$ cat src/rtl/xrs_pkg.sv
package xrs_pkg;

   typedef enum logic [1:0] {
      LS_DET_QUIET  = 2'd0,
      LS_DET_ACTIVE = 2'd1,
      LS_POLLING    = 2'd2
   } link_state_e;

endpackage

$ cat src/rtl/xrs_stable_qual.sv
// Counts consecutive high samples of sig while en is high; sets a sticky
// done flag when LIMIT of them have been seen. A low sample restarts.
module xrs_stable_qual #(
   parameter int unsigned LIMIT = 127
) (
   input  logic clk,
   input  logic rst_n,
   input  logic en,
   input  logic sig,
   output logic done
);

   generate
      if (LIMIT < 1) begin : g_bad_limit
         $error("xrs_stable_qual: LIMIT must be at least 1");
      end

      if (LIMIT == 1) begin : g_direct
         always_ff @(posedge clk or negedge rst_n) begin
            if (!rst_n) begin
               done <= 1'b0;
            end else if (en && sig) begin
               done <= 1'b1;
            end
         end
      end else begin : g_count
         localparam int unsigned CW = $clog2(LIMIT);
         localparam logic [CW-1:0] LAST = CW'(LIMIT - 1);
         logic [CW-1:0] cnt;

         always_ff @(posedge clk or negedge rst_n) begin
            if (!rst_n) begin
               cnt  <= '0;
               done <= 1'b0;
            end else if (done) begin
               cnt <= '0;
            end else if (en && sig) begin
               if (cnt == LAST) begin
                  done <= 1'b1;
                  cnt  <= '0;
               end else begin
                  cnt <= cnt + 1'b1;
               end
            end else begin
               cnt <= '0;
            end
         end

         // a low sample before completion leaves the window empty
         assert_window_restart_R8: assert property (@(posedge clk) disable iff (!rst_n)
            (!done && !(en && sig)) |=> (cnt == '0 && !done));

         // done cannot appear while the window is short of its end
         assert_no_early_done_R7: assert property (@(posedge clk) disable iff (!rst_n)
            (!done && cnt != LAST) |=> !done);
      end
   endgenerate

   // release is sticky until the global reset
   assert_done_sticky_R3: assert property (@(posedge clk) disable iff (!rst_n)
      done |=> done);

   // release only follows a qualifying sample
   assert_done_cause_R7: assert property (@(posedge clk) disable iff (!rst_n)
      $rose(done) |-> $past(en && sig));

endmodule

$ cat src/rtl/xrs_link_fsm.sv
module xrs_link_fsm
   import xrs_pkg::*;
#(
   parameter int unsigned STATUS_W = 3,
   parameter int unsigned DET_CODE = 3
) (
   input  logic                clk,
   input  logic                rst_n,
   input  logic                rx_pll_locked,
   input  logic                phy_status,
   input  logic [STATUS_W-1:0] rx_status,
   output link_state_e         state
);

   localparam logic [STATUS_W-1:0] DET_VAL = STATUS_W'(DET_CODE);

   generate
      if (DET_CODE >= (1 << STATUS_W)) begin : g_bad_code
         $error("xrs_link_fsm: DET_CODE does not fit in STATUS_W bits");
      end
   endgenerate

   link_state_e nxt;
   logic        det_hit;

   assign det_hit = phy_status && (rx_status == DET_VAL);

   always_comb begin
      nxt = state;
      unique case (state)
         LS_DET_QUIET:  if (rx_pll_locked) nxt = LS_DET_ACTIVE;
         LS_DET_ACTIVE: if (det_hit)       nxt = LS_POLLING;
         LS_POLLING:    nxt = LS_POLLING;
         default:       nxt = LS_DET_QUIET;
      endcase
   end

   always_ff @(posedge clk or negedge rst_n) begin
      if (!rst_n) state <= LS_DET_QUIET;
      else        state <= nxt;
   end

   // quiet detect only moves forward to active detect
   assert_quiet_exit_R5: assert property (@(posedge clk) disable iff (!rst_n)
      (state == LS_DET_QUIET) |=> (state == LS_DET_QUIET || state == LS_DET_ACTIVE));

   // a strobe with a wrong code keeps active detect
   assert_bad_code_hold_R6: assert property (@(posedge clk) disable iff (!rst_n)
      (state == LS_DET_ACTIVE && phy_status && rx_status != DET_VAL) |=> (state == LS_DET_ACTIVE));

   // polling is reached only from a qualified detect strobe
   assert_poll_entry_R6: assert property (@(posedge clk) disable iff (!rst_n)
      ($past(state) != LS_POLLING && state == LS_POLLING) |->
         ($past(state) == LS_DET_ACTIVE && $past(phy_status) && $past(rx_status) == DET_VAL));

endmodule

$ cat src/rtl/xrs_top.sv
module xrs_top
   import xrs_pkg::*;
#(
   parameter int unsigned TX_LOCK_CYCLES = 127,
   parameter int unsigned RX_SD_CYCLES   = 375000,
   parameter int unsigned STATUS_W       = 3,
   parameter int unsigned DET_CODE       = 3
) (
   input  logic                clk,
   input  logic                rst_n,
   input  logic                tx_pll_locked,
   input  logic                rx_pll_locked,
   input  logic                rx_sig_det,
   input  logic                phy_status,
   input  logic [STATUS_W-1:0] rx_status,
   output logic                serdes_rst,
   output logic                tx_dig_rst,
   output logic                rx_dig_rst,
   output logic [1:0]          link_state,
   output logic                app_rst_status
);

   link_state_e state;
   logic        tx_done;
   logic        rx_done;
   logic        in_poll;

   xrs_link_fsm #(
      .STATUS_W (STATUS_W),
      .DET_CODE (DET_CODE)
   ) u_fsm (
      .clk           (clk),
      .rst_n         (rst_n),
      .rx_pll_locked (rx_pll_locked),
      .phy_status    (phy_status),
      .rx_status     (rx_status),
      .state         (state)
   );

   xrs_stable_qual #(.LIMIT(TX_LOCK_CYCLES)) u_tx_qual (
      .clk   (clk),
      .rst_n (rst_n),
      .en    (1'b1),
      .sig   (tx_pll_locked),
      .done  (tx_done)
   );

   assign in_poll = (state == LS_POLLING);

   xrs_stable_qual #(.LIMIT(RX_SD_CYCLES)) u_rx_qual (
      .clk   (clk),
      .rst_n (rst_n),
      .en    (in_poll),
      .sig   (rx_sig_det),
      .done  (rx_done)
   );

   always_ff @(posedge clk or negedge rst_n) begin
      if (!rst_n) begin
         serdes_rst     <= 1'b1;
         app_rst_status <= 1'b1;
      end else begin
         serdes_rst     <= 1'b0;
         app_rst_status <= !(tx_done && rx_done);
      end
   end

   assign tx_dig_rst = !tx_done;
   assign rx_dig_rst = !rx_done;
   assign link_state = state;

   // every reset output held and link state quiet while reset is low
   assert_reset_hold_R1: assert property (@(posedge clk)
      !rst_n |-> (serdes_rst && tx_dig_rst && rx_dig_rst && app_rst_status && link_state == 2'd0));

   // SERDES reset leaves at the first edge out of reset
   assert_serdes_release_R2: assert property (@(posedge clk) disable iff (!rst_n)
      serdes_rst |=> !serdes_rst);

   // transmit release needs lock high on the releasing edge
   assert_tx_release_R3: assert property (@(posedge clk) disable iff (!rst_n)
      $fell(tx_dig_rst) |-> $past(tx_pll_locked));

   // receive release only happens in polling with signal present
   assert_rx_release_R7: assert property (@(posedge clk) disable iff (!rst_n)
      $fell(rx_dig_rst) |-> ($past(state) == LS_POLLING && $past(rx_sig_det)));

   // application status drops only after both digital resets are free
   assert_app_status_R9: assert property (@(posedge clk) disable iff (!rst_n)
      $fell(app_rst_status) |-> ($past(!tx_dig_rst) && $past(!rx_dig_rst)));

endmodule

$ cat config.mk
export PLATFORM = sky130hd
export DESIGN_NAME = xrs_top
export DESIGN_NICKNAME = d
export VERILOG_FILES = /design/src/rtl/xrs_pkg.sv /design/src/rtl/xrs_stable_qual.sv /design/src/rtl/xrs_link_fsm.sv /design/src/rtl/xrs_top.sv
export SDC_FILE = /design/constraint.sdc
export NUM_CORES = 1
export LEC_CHECK = 0
export CAP_MARGIN = 40
export CORE_MARGIN = 4
export CORE_UTILIZATION = 40
export CTS_CLUSTER_SIZE = 8
export DETAILED_ROUTE_END_ITERATION = 6
export GPL_TIMING_DRIVEN = 0
export PLACE_DENSITY = 0.68
export RECOVER_POWER = 100
export SYNTH_ARGS = -nofsm -noshare
export SYNTH_HDL_FRONTEND = slang
export SYNTH_SLANG_ARGS = --single-unit
$ cat constraint.sdc
create_clock -name clk -period 2.15 [get_ports clk]
set_clock_uncertainty 0.2 [all_clocks]
set_input_delay 0.43 -clock clk [delete_from_list [all_inputs] [get_ports clk]]
set_output_delay 0.43 -clock clk [all_outputs]
set_load 0.05 [all_outputs]
==> results.yml, run 1 <==
cts:
  cts_buffers: 5
  htreeDepth: 2
  clk_pin_slew_ps: 70
  insertion_delay_ps: 280
  clk_path_buf_depth: 2
  hold_buffers: 0
  cts.sinks: 32
  root_buffer: "clkbuf_8"
  cts_tree: "done"
synthesis:
  synthesis.area_um2: 1574
  syn_inst: 156
  synth_nets: 171
  synth.avg_cell_area_um2: 10.09
  synthFlopType: "dfrtp_1"
  yosys.area.top_type_share_pct: 47.69
  synth_cell_type_count: 32
  synth_top_area_cell: "dfrtp_1"
  synth_area_leaders: "dfrtp_1 48%, nor2_1 5.7%, xor2_1 5.6%, xnor2_1 5.0%, ha_1 4.8%"
  ys_seq_area_share_pct: 51.03
  synth-seq-cells: 32
  synth_edf_count: 0
  yosys_warnings: 0
  synth_most_common_cell: "dfrtp_1"
  async_reset_ff_share_pct: 100.0
  netlist_top_cells_count: "30 x dfrtp_1, 24 x nor2_1, 14 x nand3_1, 11 x inv_1"
floorplanning:
  start_util_pct: 42.05
  num_rows: 22
  core_area_um2: 3744
  die_h_um: 70.73
  io_pins: 15
  fp.dieW_um: 70.73
  die-area_um2: 5003
timing:
  slew_headroom_pct: 62.00
  setup_ws_ps: -30.60
  report.final.slew_viol_count: 0
  worst_pin_slew_ps: 568.1
  hold_violations: 0
  finalSetupViolCount: 16
  hold_ws_ps: 217.1
  rsz0062_at_grt: "true"
  max_freq_mhz: 458.6
  fin_crit_sh_pct: 101.4
  timing.final.crit_period_ps: 2181
  fin_setup_tns_ps: -306.1
worst_setup_path:
  critPathSlowestCell: "or4_4"
  startpoint_type: "flip-flop"
  endpoint_kind: "flip-flop"
  crit_family: "simple AND/OR/NAND/NOR gates"
  path_cells: "or4b_1 > or4_4 > o21ai_4 > buf_6 > nor2_1"
  critPathRequiredTime_ps: 2120
  worst-setup-path-type: "reg2reg"
  max_stage_delay_ps: 520
  r2r_slack_ps: -30
  path_max_fanout: 10
  critical_path_buf_inv_count: 1
  arrival_ps: 2150
finish:
  regArea_um2: 804.5
  diodes: 0
  nFillCells: 345
  multi_input_area_um2: 710.7
  area_delta_synth_final_pct: 23.53
  drive_gt1_share_pct: 12.43
  utilization_pct: 51.94
  final_nets: 199
hold_path:
  hp-class: "reg2reg"
global_routing:
  grt_first_pass_wirelength_um: 5354
  grt_usage_pct: 13.15
  grt_max_degree: 21
  antenna_found_initial: 0
  grt_pass1_vias: 1229
  gr-total-overflow: 0
detailed_routing:
  dr.pass1.iters: 4
  routed_wl_um: 3041
  drtIter0Drc: 60
  vias: 1230
  wl_per_cell_um: 13.05
  via_per_inst: 5.279
  ant_nets: 0
  drc: 0
run:
  maxCapViolations: 0
power:
  ir_drop_mv: 0.5944
  p_per_area_nw_per_um2: 756.6
  p_leak_nw: 0.8165
place:
  gp_congestion: 0.8444
  dpl.hpwl_um: 2241
  portBuffers: 14
status:
  failed_checks: "setup timing"
  status: "finished with violations"
-- area by class of cell --
class | count | area share (%)
multi-input cells | 110 | 36.55
clock buffers | 7 | 4.955
repair buffers | 21 | 9.395
inverters | 11 | 2.124
well taps | 48 | 3.089
plain buffers | 3 | 0.9653
clock inverters | 1 | 1.544
flip-flops and latches | 32 | 41.38
-- path summary, 6_finish.rpt --
path / depth (start not counted) / startpoint / to
setup / recovery: 5 / u_rx_qual.g_count.cnt[3] / u_rx_qual.g_count.cnt[8]
hold / removal: 1 / u_tx_qual.done / app_rst_status
setup reg to reg: 5 / u_rx_qual.g_count.cnt[3] / u_rx_qual.g_count.cnt[8]
hold reg to reg: 1 / u_tx_qual.done / app_rst_status
max in group asynchronous: 2 / rst_n / u_rx_qual.g_count.cnt[3]
min in group asynchronous: 1 / rst_n / u_tx_qual.done
-- where the power goes --
| part | switching (W) | leakage, nW | total (W) | internal, W |
|---|---|---|---|---|
| logic | 0.000134 | 0.327 | 0.000207 | 0.0000725 |
| registers | 0.0000178 | 0.425 | 0.000641 | 0.000623 |
| clock network | 0.000215 | 0.0645 | 0.000624 | 0.000409 |
| total | 0.000367 | 0.816 | 0.00147 | 0.00110 |
-- placed cells by master, fill, tap and decap left out, types with 2 or more instances in the layout --
master,n
xnor2_1,9
ha_1,6
nand3_1,14
nand4_1,10
clkdlybuf4s50_1,6
dfrtp_1,29
nor4_1,3
a21oi_1,4
dfstp_2,2
inv_1,11
and3_1,2
nor2_1,24
o31ai_1,2
clkbuf_1,2
nand2_1,5
dlygate4sd3_1,2
nor3_1,3
buf_4,6
o21ai_0,3
xor2_1,10
or3_1,2
dlygate4sd2_1,6
clkbuf_8,7
-- metrics by stage --
stage	worst slack (ps)	cell area, um2	total power (W)	std cells
floorplan	8.350	1574	0.0007914	156
global placement	-126.8	1774	0.0008703	218
detailed placement	-166.0	1789	0.0008816	219
CTS	-54.94	1939	0.001495	231
global route	-85.45	1944	0.001547	233
finish	-30.60	1944	0.001471	233
-- layer usage --
layer	GRT usage, %	wire [um]
met4	6.681	78
met3	3.693	155
met2	21.22	1430
met1	16.03	1376
met5	0	0
-- cell families (layout without fill, tap and decap cells) --
kind of cell	after synthesis	count (layout)	synth area share, %
muxes	2	2	1.351
and+or+nand+nor	71	71	23.45
AOI/OAI and AO/OA	11	11	4.769
adders and majority gates	6	6	4.769
DFF	32	32	51.03
xor gates and xnor gates	19	19	10.57
other	1	1	0.2382
buffers and inverters	14	43	3.816
-- registers in the layout, summed over array words and instances, names as in the netlist --
| signal | flops |
|---|---|
| app_rst_status | 1 |
| u_rx_qual.g_count.cnt | 19 |
| u_tx_qual.done | 1 |
| u_tx_qual.g_count.cnt | 7 |
| u_fsm.state | 2 |
| u_rx_qual.done | 1 |
| serdes_rst | 1 |
-- worst reg2reg max path, cell delays in order (launching register included) --
cell	delay, ps
dfrtp_2	410
or4b_1	500
or4_4	520
o21ai_4	210
buf_6	170
nor2_1	50
-- repair_timing --
item / 4_1_cts / 5_1_grt
cloned: 0 / 0
pin swaps: 1 / 2
hold endpoints to repair: 0 / 0
setup buffers: 4 / 2
setup endpoints to repair: 23 / 17
gates resized for setup: 7 / 0
(Power assumes the default switching activity.)
==> inputs of run 2 (changes only) <==
- ABC_AREA: default -> 1
==> run 2 against run 1 <==
Against the previous run: the flow now finishes without violations; fmax rose by 4.8%; sequential power is essentially flat; critical path depth fell by 4; core utilization decreased by 3.2 points; clock-buffer cell count fell by 1; critical path type is now reg2out; critical endpoint is now link_state[1]; largest power group unchanged; highest routed layer unchanged.
==> results.yml, run 2 <==
global_routing:
  grt_max_degree: 33
  grt_usage_pct: 13.16
  grt_first_pass_wirelength_um: 5457
  gr-total-overflow: 0
  antenna_found_initial: 0
  grt_pass1_vias: 1232
detailed_routing:
  dr.pass1.iters: 4
  via_per_inst: 4.734
  drtIter0Drc: 68
  drc: 0
  ant_nets: 0
  routed_wl_um: 3215
  vias: 1335
  wl_per_cell_um: 11.40
finish:
  area_delta_synth_final_pct: 15.77
  finalNonFillerCells: 282
  final_common_cell: "nor2_1"
  final_nets: 246
  design_area_um2: 1993
  largest_reg_flops: 19
  final_cell_mix: "44 x nor2_1, 36 x nand2_1, 30 x dfrtp_1, 28 x inv_1, 18 x nand3_1"
  diodes: 0
  utilization_pct: 48.78
  drive_gt1_share_pct: 9.052
  top_register: "u_rx_qual.g_count.cnt"
  reg_top3: "u_rx_qual.g_count.cnt x19, u_tx_qual.g_count.cnt x7, u_fsm.state x2"
synthesis:
  synth_area_leaders: "dfrtp_1 44%, nor2_1 9.4%, nand2_1 7.6%, inv_1 6.1%, nand3_1 4.9%"
  ys_seq_area_share_pct: 46.66
  synthMuxAreaShare_pct: 0
  synth_edf_count: 0
  synth-seq-cells: 32
  synth_cell_type_count: 23
  synthXorXnorAreaFrac_pct: 6.105
  synth_top_area_cell: "dfrtp_1"
  syn_inst: 210
  synthesis.area_um2: 1722
  synthFlopType: "dfrtp_1"
  synth-simple-area-share_pct: 31.61
  async_reset_ff_share_pct: 100.0
  synth_most_common_cell: "nor2_1"
  synth.avg_cell_area_um2: 8.198
  netlist_top_cells_count: "43 x nor2_1, 35 x nand2_1, 30 x dfrtp_1, 28 x inv_1, 17 x nand3_1"
  synth_top_family_by_area: "simple AND/OR/NAND/NOR gates"
  yosys.area.top_type_share_pct: 43.60
  yosys_warnings: 0
  synth_fa_ha_area_share_pct: 4.360
  synth_compound_area_share_pct: 3.634
  synth_nets: 225
floorplanning:
  fp.dieW_um: 73.61
  die-area_um2: 5418
  io_pins: 15
  num_rows: 23
  core_area_um2: 4086
  die_h_um: 73.61
  start_util_pct: 42.13
worst_setup_path:
  startpoint_type: "flip-flop"
  max_stage_delay_ps: 810
  critPathSlowestCell: "clkdlybuf4s50_1"
  startpoint: "u_fsm.state[1]"
  critical_path_buf_inv_count: 1
  crit_family: "buffers and inverters"
  path_max_fanout: 3
  reg2reg_from: "u_rx_qual.g_count.cnt[0]"
  path_cells: "clkdlybuf4s50_1"
  endpoint_kind: "primary output"
  arrival_ps: 1450
  critPathRequiredTime_ps: 1520
  worst-setup-path-type: "reg2out"
cts:
  cts_buffers: 5
  insertion_delay_ps: 280
  root_buffer: "clkbuf_8"
  htreeDepth: 2
  clk_pin_slew_ps: 70
  clk_path_buf_depth: 2
  postCtsSetupRepairBufs: 0
  cts_tree: "done"
  hold_buffers: 0
  cts.sinks: 32
power:
  p_leak_nw: 0.8971
  p_total_w: 0.001402
  p_per_area_nw_per_um2: 703.6
  ir_drop_mv: 0.4186
place:
  dpl.hpwl_um: 2319
  portBuffers: 14
  gp_congestion: 0.8551
  place_area_um2: 1919
  dp_cells: 274
timing:
  report.final.slew_viol_count: 0
  timing.final.crit_period_ps: 2080
  worst_pin_slew_ps: 729.5
  finalSetupViolCount: 0
  fin_setup_tns_ps: 0
  max_freq_mhz: 480.7
  fin_crit_sh_pct: 96.75
  hold_violations: 0
  slew_headroom_pct: 51.37
  rsz0062_at_grt: "false"
status:
  status: "completed"
run:
  maxCapViolations: 0
hold_path:
  hp-class: "in2async"
[run 2: changes by cell type in the layout (fill, tap and decap cells not counted), moves of 4 or more]
cell | before | now
nand3_1 | 14 | 18
nand4_1 | 10 | 3
nand2_1 | 5 | 36
buf_4 | 6 | 0
xnor2_1 | 9 | 5
inv_1 | 11 | 28
nor2_1 | 24 | 44
[run 2: worst paths after layout]
check                                       endpoint  slack [ps]  cells after the start
max                                    link_state[1]          70                      1
min                         u_rx_qual.g_count.cnt[4]           7                      1
max reg2reg                u_rx_qual.g_count.cnt[14]         220                      9
min reg2reg                           app_rst_status         200                      1
max in group asynchronous             u_fsm.state[0]        1280                      1
min in group clk                      app_rst_status         200                      1
[run 2: cell families (layout without fill, tap and decap cells)]
family                   Yosys count  after routing
other                              1              1
flip-flops                        32             32
adder cells (fa/ha/maj)            6              6
AO/OA/AOI/OAI                     12             12
XOR/XNOR                          12             12
AND/OR/NAND/NOR                  117            117
buffers and inverters             30             52
[run 2: stage by stage]
stage,hold WS (ps),setup WS [ps]
after global routing,59.85,22.48
after CTS,28.81,22.60
after global placement,181.4,-179.2
after detailed placement,195.3,31.55
final,7.479,69.79
after floorplan,-65.59,329.4
[run 2: what timing repair did]
| item | in CTS | in global routing |
|---|---|---|
| gates resized for setup | 4 | 1 |
| endpoints found under the setup margin | 4 | 1 |
| pin swaps | 0 | 0 |
[run 2: report_power, final]
group | internal [W] | switching [W] | total, W
Sequential | 0.000623 | 0.0000149 | 0.000638
Clock | 0.000344 | 0.000219 | 0.000562
Combinational | 0.0000627 | 0.000140 | 0.000202
[run 2: layout make-up]
cell class,count,area (um2)
plain buffers,2,22.52
well taps,50,62.56
inverters,28,105.1
clock inverters,2,35.03
repair buffers,14,123.9
multi-input cells,148,768.2
flip-flops and latches,32,803.3
clock buffers,6,72.57
fillers,409,2093
[run 2: layer usage]
metal | track usage, % | up-vias | part of all wire (%) | wire (um)
met5 | 0 | - | 0 | 0
met4 | 4.829 | 0 | 0.40 | 13
met3 | 4.104 | 2 | 4.2 | 136
met2 | 19.09 | 17 | 45 | 1454
met1 | 18.38 | 620 | 50 | 1610
li1 | - | 696 | - | -
